--- src/rtl/pll_rate_enc_pkg.sv ---
package pll_rate_enc_pkg;
  localparam int unsigned REF_HZ   = 28_224_000;
  localparam int unsigned FREQ_MIN = 6_900;
  localparam int unsigned FREQ_MAX = 219_000;
  localparam int unsigned WORD_W   = 12;
  localparam int unsigned FIELD_W  = 9;
  localparam int unsigned DIV_W    = 13;

  typedef enum logic [1:0] {
    ST_IDLE  = 2'd0,
    ST_DIVA  = 2'd1,
    ST_ENC   = 2'd2,
    ST_DIVB  = 2'd3
  } enc_state_t;
endpackage

--- src/rtl/pll_seq_divider.sv ---
module pll_seq_divider #(
  parameter int unsigned NUM_W = 26,
  parameter int unsigned DEN_W = 18
) (
  input  logic             clk,
  input  logic             rst_n,
  input  logic             start,
  input  logic [NUM_W-1:0] dividend,
  input  logic [DEN_W-1:0] divisor,
  output logic             done,
  output logic [NUM_W-1:0] quotient
);
  localparam int unsigned REM_W = DEN_W + 1;
  localparam int unsigned CNT_W = $clog2(NUM_W + 1);

  logic [REM_W-1:0] rem_q;
  logic [DEN_W-1:0] den_q;
  logic [NUM_W-1:0] quo_q;
  logic [CNT_W-1:0] cnt_q;
  logic             busy_q;
  logic [REM_W-1:0] shifted;
  logic [REM_W:0]   trial;

  always_comb begin
    shifted = {rem_q[REM_W-2:0], quo_q[NUM_W-1]};
    trial   = {1'b0, shifted} - {2'b00, den_q};
  end

  always_ff @(posedge clk) begin
    if (!rst_n) begin
      rem_q  <= '0;
      den_q  <= '0;
      quo_q  <= '0;
      cnt_q  <= '0;
      busy_q <= 1'b0;
      done   <= 1'b0;
    end else begin
      done <= 1'b0;
      if (start && !busy_q) begin
        rem_q  <= '0;
        den_q  <= divisor;
        quo_q  <= dividend;
        cnt_q  <= CNT_W'(NUM_W);
        busy_q <= 1'b1;
      end else if (busy_q) begin
        if (!trial[REM_W]) begin
          rem_q <= trial[REM_W-1:0];
          quo_q <= {quo_q[NUM_W-2:0], 1'b1};
        end else begin
          rem_q <= shifted;
          quo_q <= {quo_q[NUM_W-2:0], 1'b0};
        end
        cnt_q <= cnt_q - 1'b1;
        if (cnt_q == CNT_W'(1)) begin
          busy_q <= 1'b0;
          done   <= 1'b1;
        end
      end
    end
  end

  assign quotient = quo_q;

  // the remainder left at completion is smaller than the divisor
  assert_rem_below_den_R2: assert property (@(posedge clk) disable iff (!rst_n)
    done |-> (rem_q < {1'b0, den_q}));

  // a completion pulse never repeats on consecutive cycles
  assert_single_done_R9: assert property (@(posedge clk) disable iff (!rst_n)
    done |=> !done);
endmodule

--- src/rtl/pll_word_encoder.sv ---
module pll_word_encoder
  import pll_rate_enc_pkg::*;
#(
  parameter int unsigned D_W = DIV_W,
  parameter int unsigned W_W = WORD_W,
  parameter int unsigned F_W = FIELD_W
) (
  input  logic [D_W-1:0] div_in,
  output logic [W_W-1:0] word,
  output logic [D_W-1:0] adj
);
  localparam int unsigned LIM_A = 1 << (F_W - 1);
  localparam int unsigned LIM_B = 1 << F_W;
  localparam int unsigned LIM_C = 1 << (F_W + 1);
  localparam int unsigned LIM_D = 1 << (F_W + 2);
  localparam logic [W_W-1:0] PFX_FINE  = W_W'(12'hC00);
  localparam logic [W_W-1:0] PFX_MID   = W_W'(12'h800);
  localparam logic [W_W-1:0] PFX_HALF  = W_W'(12'h200);
  localparam logic [W_W-1:0] PFX_QUART = W_W'(12'h400);

  logic [F_W-1:0] fld_full, fld_half, fld_quart;

  always_comb begin
    fld_full  = div_in[F_W-1:0];
    fld_half  = div_in[F_W:1];
    fld_quart = div_in[F_W+1:2];
    if (div_in < D_W'(LIM_A)) begin
      word = PFX_FINE + W_W'(div_in);
      adj  = div_in;
    end else if (div_in < D_W'(LIM_B)) begin
      word = PFX_MID + W_W'(div_in);
      adj  = div_in;
    end else if (div_in < D_W'(LIM_C)) begin
      word = W_W'(fld_full);
      adj  = div_in;
    end else if (div_in < D_W'(LIM_D)) begin
      word = PFX_HALF + W_W'(fld_half);
      adj  = {div_in[D_W-1:1], 1'b0};
    end else begin
      word = PFX_QUART + W_W'(fld_quart);
      adj  = {div_in[D_W-1:2], 2'b00};
    end
  end

  // the adjusted divider never exceeds the divider and drops at most two
  always_comb begin
    assert_adj_close_R6: assert ((adj <= div_in) && ((div_in - adj) < D_W'(4)));
    if (div_in < D_W'(LIM_A))
      assert_fine_prefix_R3: assert (word[W_W-1 -: 2] == 2'b11);
  end
endmodule

--- src/rtl/pll_rate_enc.sv ---
module pll_rate_enc
  import pll_rate_enc_pkg::*;
#(
  parameter int unsigned FREQ_W = 18,
  parameter int unsigned RATE_W = 18
) (
  input  logic              clk,
  input  logic              rst_n,
  input  logic              req_valid,
  output logic              req_ready,
  input  logic [FREQ_W-1:0] req_freq,
  output logic              res_valid,
  output logic              res_err,
  output logic [3:0]        res_word_hi,
  output logic [7:0]        res_word_lo,
  output logic [RATE_W-1:0] res_rate
);
  localparam int unsigned NUM_W = $clog2(2 * REF_HZ + 1);
  localparam logic [NUM_W-1:0] NUM_DOUBLE = NUM_W'(2 * REF_HZ);
  localparam logic [NUM_W-1:0] NUM_SINGLE = NUM_W'(REF_HZ);

  enc_state_t        state_q;
  logic [DIV_W-1:0]  div_q;
  logic [WORD_W-1:0] word_q;
  logic [WORD_W-1:0] enc_word;
  logic [DIV_W-1:0]  enc_adj;
  logic              in_range;
  logic              accept;
  logic              dv_start;
  logic              dv_done;
  logic [NUM_W-1:0]  dv_num;
  logic [FREQ_W-1:0] dv_den;
  logic [NUM_W-1:0]  dv_quo;
  logic [NUM_W-1:0]  quo_less;

  assign req_ready = (state_q == ST_IDLE);
  assign in_range  = (req_freq >= FREQ_W'(FREQ_MIN)) && (req_freq <= FREQ_W'(FREQ_MAX));
  assign accept    = req_valid && req_ready;
  assign quo_less  = dv_quo - NUM_W'(1);

  always_comb begin
    dv_start = 1'b0;
    dv_num   = NUM_SINGLE;
    dv_den   = FREQ_W'(enc_adj) + FREQ_W'(1);
    if (state_q == ST_IDLE) begin
      dv_start = accept && in_range;
      dv_num   = NUM_DOUBLE;
      dv_den   = req_freq;
    end else if (state_q == ST_ENC) begin
      dv_start = 1'b1;
    end
  end

  pll_seq_divider #(.NUM_W(NUM_W), .DEN_W(FREQ_W)) divider_i (
    .clk      (clk),
    .rst_n    (rst_n),
    .start    (dv_start),
    .dividend (dv_num),
    .divisor  (dv_den),
    .done     (dv_done),
    .quotient (dv_quo)
  );

  pll_word_encoder encoder_i (
    .div_in (div_q),
    .word   (enc_word),
    .adj    (enc_adj)
  );

  always_ff @(posedge clk) begin
    if (!rst_n) begin
      state_q     <= ST_IDLE;
      div_q       <= '0;
      word_q      <= '0;
      res_valid   <= 1'b0;
      res_err     <= 1'b0;
      res_word_hi <= '0;
      res_word_lo <= '0;
      res_rate    <= '0;
    end else begin
      res_valid <= 1'b0;
      unique case (state_q)
        ST_IDLE: begin
          if (accept) begin
            if (in_range) begin
              state_q <= ST_DIVA;
            end else begin
              res_valid   <= 1'b1;
              res_err     <= 1'b1;
              res_word_hi <= '0;
              res_word_lo <= '0;
              res_rate    <= '0;
            end
          end
        end
        ST_DIVA: begin
          if (dv_done) begin
            div_q   <= quo_less[DIV_W:1];
            state_q <= ST_ENC;
          end
        end
        ST_ENC: begin
          word_q  <= enc_word;
          state_q <= ST_DIVB;
        end
        ST_DIVB: begin
          if (dv_done) begin
            res_valid   <= 1'b1;
            res_err     <= 1'b0;
            res_word_hi <= word_q[WORD_W-1:8];
            res_word_lo <= word_q[7:0];
            res_rate    <= dv_quo[RATE_W-1:0];
            state_q     <= ST_IDLE;
          end
        end
        default: state_q <= ST_IDLE;
      endcase
    end
  end

  // an accepted in-range request closes the intake on the next cycle
  assert_busy_after_take_R9: assert property (@(posedge clk) disable iff (!rst_n)
    (accept && in_range) |=> !req_ready);

  // an accepted out-of-range request is answered next cycle as an error
  assert_reject_answer_R1: assert property (@(posedge clk) disable iff (!rst_n)
    (accept && !in_range) |=> (res_valid && res_err && res_rate == '0));

  // result fields hold still between result pulses
  assert_hold_fields_R10: assert property (@(posedge clk) disable iff (!rst_n)
    !res_valid |-> ($stable(res_rate) && $stable(res_word_hi) && $stable(res_word_lo)
                    && $stable(res_err)));

  // a valid result never reports an error and a nonzero rate
  assert_good_rate_R7: assert property (@(posedge clk) disable iff (!rst_n)
    (res_valid && !res_err) |-> (res_rate != '0));
endmodule

--- config.mk ---
export PLATFORM = sky130hd
export DESIGN_NAME = pll_rate_enc
export DESIGN_NICKNAME = d
export VERILOG_FILES = /design/src/rtl/pll_rate_enc_pkg.sv /design/src/rtl/pll_seq_divider.sv /design/src/rtl/pll_word_encoder.sv /design/src/rtl/pll_rate_enc.sv
export SDC_FILE = /design/constraint.sdc
export NUM_CORES = 1
export LEC_CHECK = 0
export ABC_CLOCK_PERIOD_IN_PS = 5450
export BUFFER_PORTS_ARGS = -buffer_cell sky130_fd_sc_hd__buf_2
export CORE_ASPECT_RATIO = 0.8
export CORE_MARGIN = 4
export CORE_UTILIZATION = 55
export CTS_BUF_LIST = sky130_fd_sc_hd__clkbuf_4
export CTS_CLUSTER_SIZE = 12
export DETAILED_ROUTE_END_ITERATION = 8
export PLACE_DENSITY = 0.74
export SYNTH_ARGS = -nofsm -noshare
export SYNTH_HDL_FRONTEND = slang
export SYNTH_SLANG_ARGS = --single-unit
--- constraint.sdc ---
create_clock -name clk -period 5.45 [get_ports clk]
set_clock_uncertainty 0.15 [all_clocks]
set_input_delay 0.545 -clock clk [delete_from_list [all_inputs] [get_ports clk]]
set_output_delay 0.545 -clock clk [all_outputs]
set_load 0.02 [all_outputs]
==> impl_metrics.ini <==
[die]
die_h_um = 103
die_x_um = 127
placementRows = 34
start_util_pct = 56.9
coreArea_mm2 = 0.0110
dieArea_mm2 = 0.0132
ioPinCount = 54

[synth]
avgSynthCellArea_um2 = 8.94
ys_warn_count = 0
syn_inst = 701
synthDistinctLibCells = 59
yosysSeqAreaShare_pct = 40.9
synth_area_mm2 = 0.00627
synth-seq-cells = 128
synth_edf_count = 0
ys.flop_type = dfxtp_1
syn_nets = 750
ys_async_sr_fraction_pct = 0

[sta]
timing.fmax_mhz = 312
final.setup.tns_ns = 0
relSlewSlack_pct = 13.3
drv_slew = 0
timing.final.setup_violations = 0
holdWs_ns = 0.0710
fin_crit_ns = 3.20
worst_pin_slew_ns = 1.30
rsz0062_at_grt = false
finalHoldViolCount = 0
finalCritPeriodShare_pct = 58.7

[placed_design]
portBuffers = 53
gp_congestion = 0.932
place_inst = 859
hpwl_mm = 10.8

[power_and_ir_drop]
p_leak_nw = 2.84
power.share.switching_pct = 43.0
finalPower_w = 0.00382
sequentialPowerShare_pct = 31.6
power.share.clock_pct = 16.3
peakVddDrop_uv = 369
power_density_mw_per_mm2 = 559
power.internal_w = 0.00218
p_switching_w = 0.00164
combPwrFrac_pct = 52.2

[worst_setup_path]
arrival_ns = 3.48
worstSetupStartpointType = flip-flop
required_ns = 5.73
crit_path_max_fanout = 4
critPathMaxStageDelay_ns = 0.47
critical_path_class = flip-flop to flip-flop
cp-end-kind = flip-flop
cp_slowest_cell = o41ai_1
crit_chain = inv_1, ha_1, nor2b_1, o31a_1, o211a_1, o41ai_1, o21ai_0, and4b_1, o311ai_0, nand3_1

[finish]
n_antenna_cell = 0
final_cell_mix = 128 x dfxtp_1, 76 x nor2_1, 53 x buf_2
drive_gt1_share_pct = 13.1
final_nets = 783
syn_to_final_growth_pct = 8.90
fin_cells = 891
utilization_pct = 61.9
final_common_cell = dfxtp_1

[hold_path]
hold_path.class = primary input to flip-flop

[routing]
viasPerCell = 6.04
final_antenna_net_count = 0
wl_per_cell_um = 17.1
drt-initial-drc-count = 474
via_count = 5378
drt_drc_violations_left = 0
dr.pass1.iters = 8
drt-total-wl_mm = 15.2

[global_route]
grt_util_met2_pct = 36.5
grt_max_degree = 42
grt_pass1_vias = 4939
grt_util_all_layers_pct = 23.8
grt_busiest_layer = met2
antenna_found_initial = 0
met1_usage_pct = 33.4
gr-total-overflow = 0
grt.met3_usage_pct = 4.72
grt_pass1_wl_mm = 25.0

[cts]
postCtsSetupBuffers = 0
cts_tree = done
cts-hold-fix-buffers = 0
cts_sinks = 128
numCtsBuffers = 17
cts_buffer_depth = 2
cts_root_buffer = clkbuf_4
clk_latency_ns = 0.54
path_clk_slew_ns = 0.12
cts_max_level = 4
cts_resized = 0

[outcome]
status = complete, no violations

[job]
maxCapViolations = 0
==> through the flow <==
stage,cell area [um^2],setup slack [ns]
3_5_place_dp,6560,1.76
3_3_place_gp,6560,1.87
2_1_floorplan,6270,2.53
6_report,6830,2.25
5_1_grt,6830,2.10
4_1_cts,6830,2.29
==> worst paths after layout <==
path              slack [ns]               start             endpoint  cells after the start
hold / removal          0.07        req_freq[17]  divider_i.den_q[17]                      3
hold reg to reg         0.33  divider_i.cnt_q[4]   divider_i.cnt_q[4]                      1
setup / recovery        2.25  divider_i.den_q[2]  divider_i.rem_q[14]                     10
setup reg to reg        2.25  divider_i.den_q[2]  divider_i.rem_q[14]                     10
==> area by class of cell <==
cell class	instances	area, um^2
inverter	44	165
multi-input combinational	484	3340
clock inverter	14	134
clock buffer	18	135
timing repair buffer	59	310
sequential	128	2560
fill	975	4190
tap	144	180
==> worst max-delay path: cells and delay by family (launching register included) <==
kind            cells  cell delay (ns)
compound gates      5             1.67
buf+inv             1             0.06
fa+ha+maj           1             0.34
flops               1             0.33
simple gates        3             0.54
==> logic make-up after synthesis <==
family,share of synthesized area (%)
adder cells (fa/ha/maj),5.71
multiplexers,5.75
buffers and inverters,5.85
flip-flops,40.9
XOR/XNOR,4.47
AND/OR/NAND/NOR,14.8
AO/OA/AOI/OAI,22.5
==> sequential cells by signal (all words and copies together) (netlist names) <==
signal              count
div_q                  13
divider_i.busy_q        1
divider_i.cnt_q         5
divider_i.den_q        18
divider_i.done          1
divider_i.quotient     26
divider_i.rem_q        18
res_err                 1
res_rate               18
res_valid               1
res_word_hi             4
res_word_lo             8
state_q                 2
word_q                 12
==> layer usage <==
layer	up-vias	wire length, um
met5	-	0
met4	0	353
met3	37	949
met2	186	6640
met1	2533	7300
li1	2622	-
==> power by group through the flow <==
stage	registers (W)	logic, W	clock network, W
3_3_place_gp	0.00122	0.00192	0
5_1_grt	0.00123	0.00220	0.000663
2_1_floorplan	0.00119	0.00160	0
6_report	0.00121	0.00199	0.000621
4_1_cts	0.00120	0.00198	0.000628
3_5_place_dp	0.00122	0.00197	0
==> cells in the mapped netlist, drive strengths merged, types with 2 or more instances <==
cell | count | area, um^2
o22ai | 3 | 25.0
dfxtp | 128 | 2560
nand3 | 16 | 80.1
a21oi | 46 | 241
a22o | 35 | 307
a222oi | 8 | 80.1
xor2 | 6 | 52.6
a2bb2oi | 2 | 17.5
o311ai | 2 | 17.5
a311oi | 4 | 35.0
or3 | 6 | 37.5
o31ai | 2 | 15.0
nor2b | 5 | 31.3
o211ai | 3 | 22.5
a21o | 4 | 30.0
and3 | 3 | 18.8
o221a | 3 | 33.8
clkbuf | 33 | 124
and2 | 6 | 37.5
o41ai | 2 | 17.5
nor4 | 4 | 25.0
o21ai | 36 | 180
nand4 | 5 | 31.3
clkinv | 2 | 7.51
nand3b | 2 | 15.0
ha | 27 | 338
or4 | 4 | 30.0
a211oi | 14 | 105
buf | 12 | 77.6
inv | 42 | 158
nor3 | 15 | 80.1
a31oi | 7 | 43.8
nand2 | 28 | 105
nor2 | 77 | 292
xnor2 | 26 | 228
mux2i | 36 | 360
nand2b | 13 | 81.3
a221o | 15 | 150
o21a | 4 | 30.0
nand4b | 3 | 26.3
(Power assumes the default switching activity.)
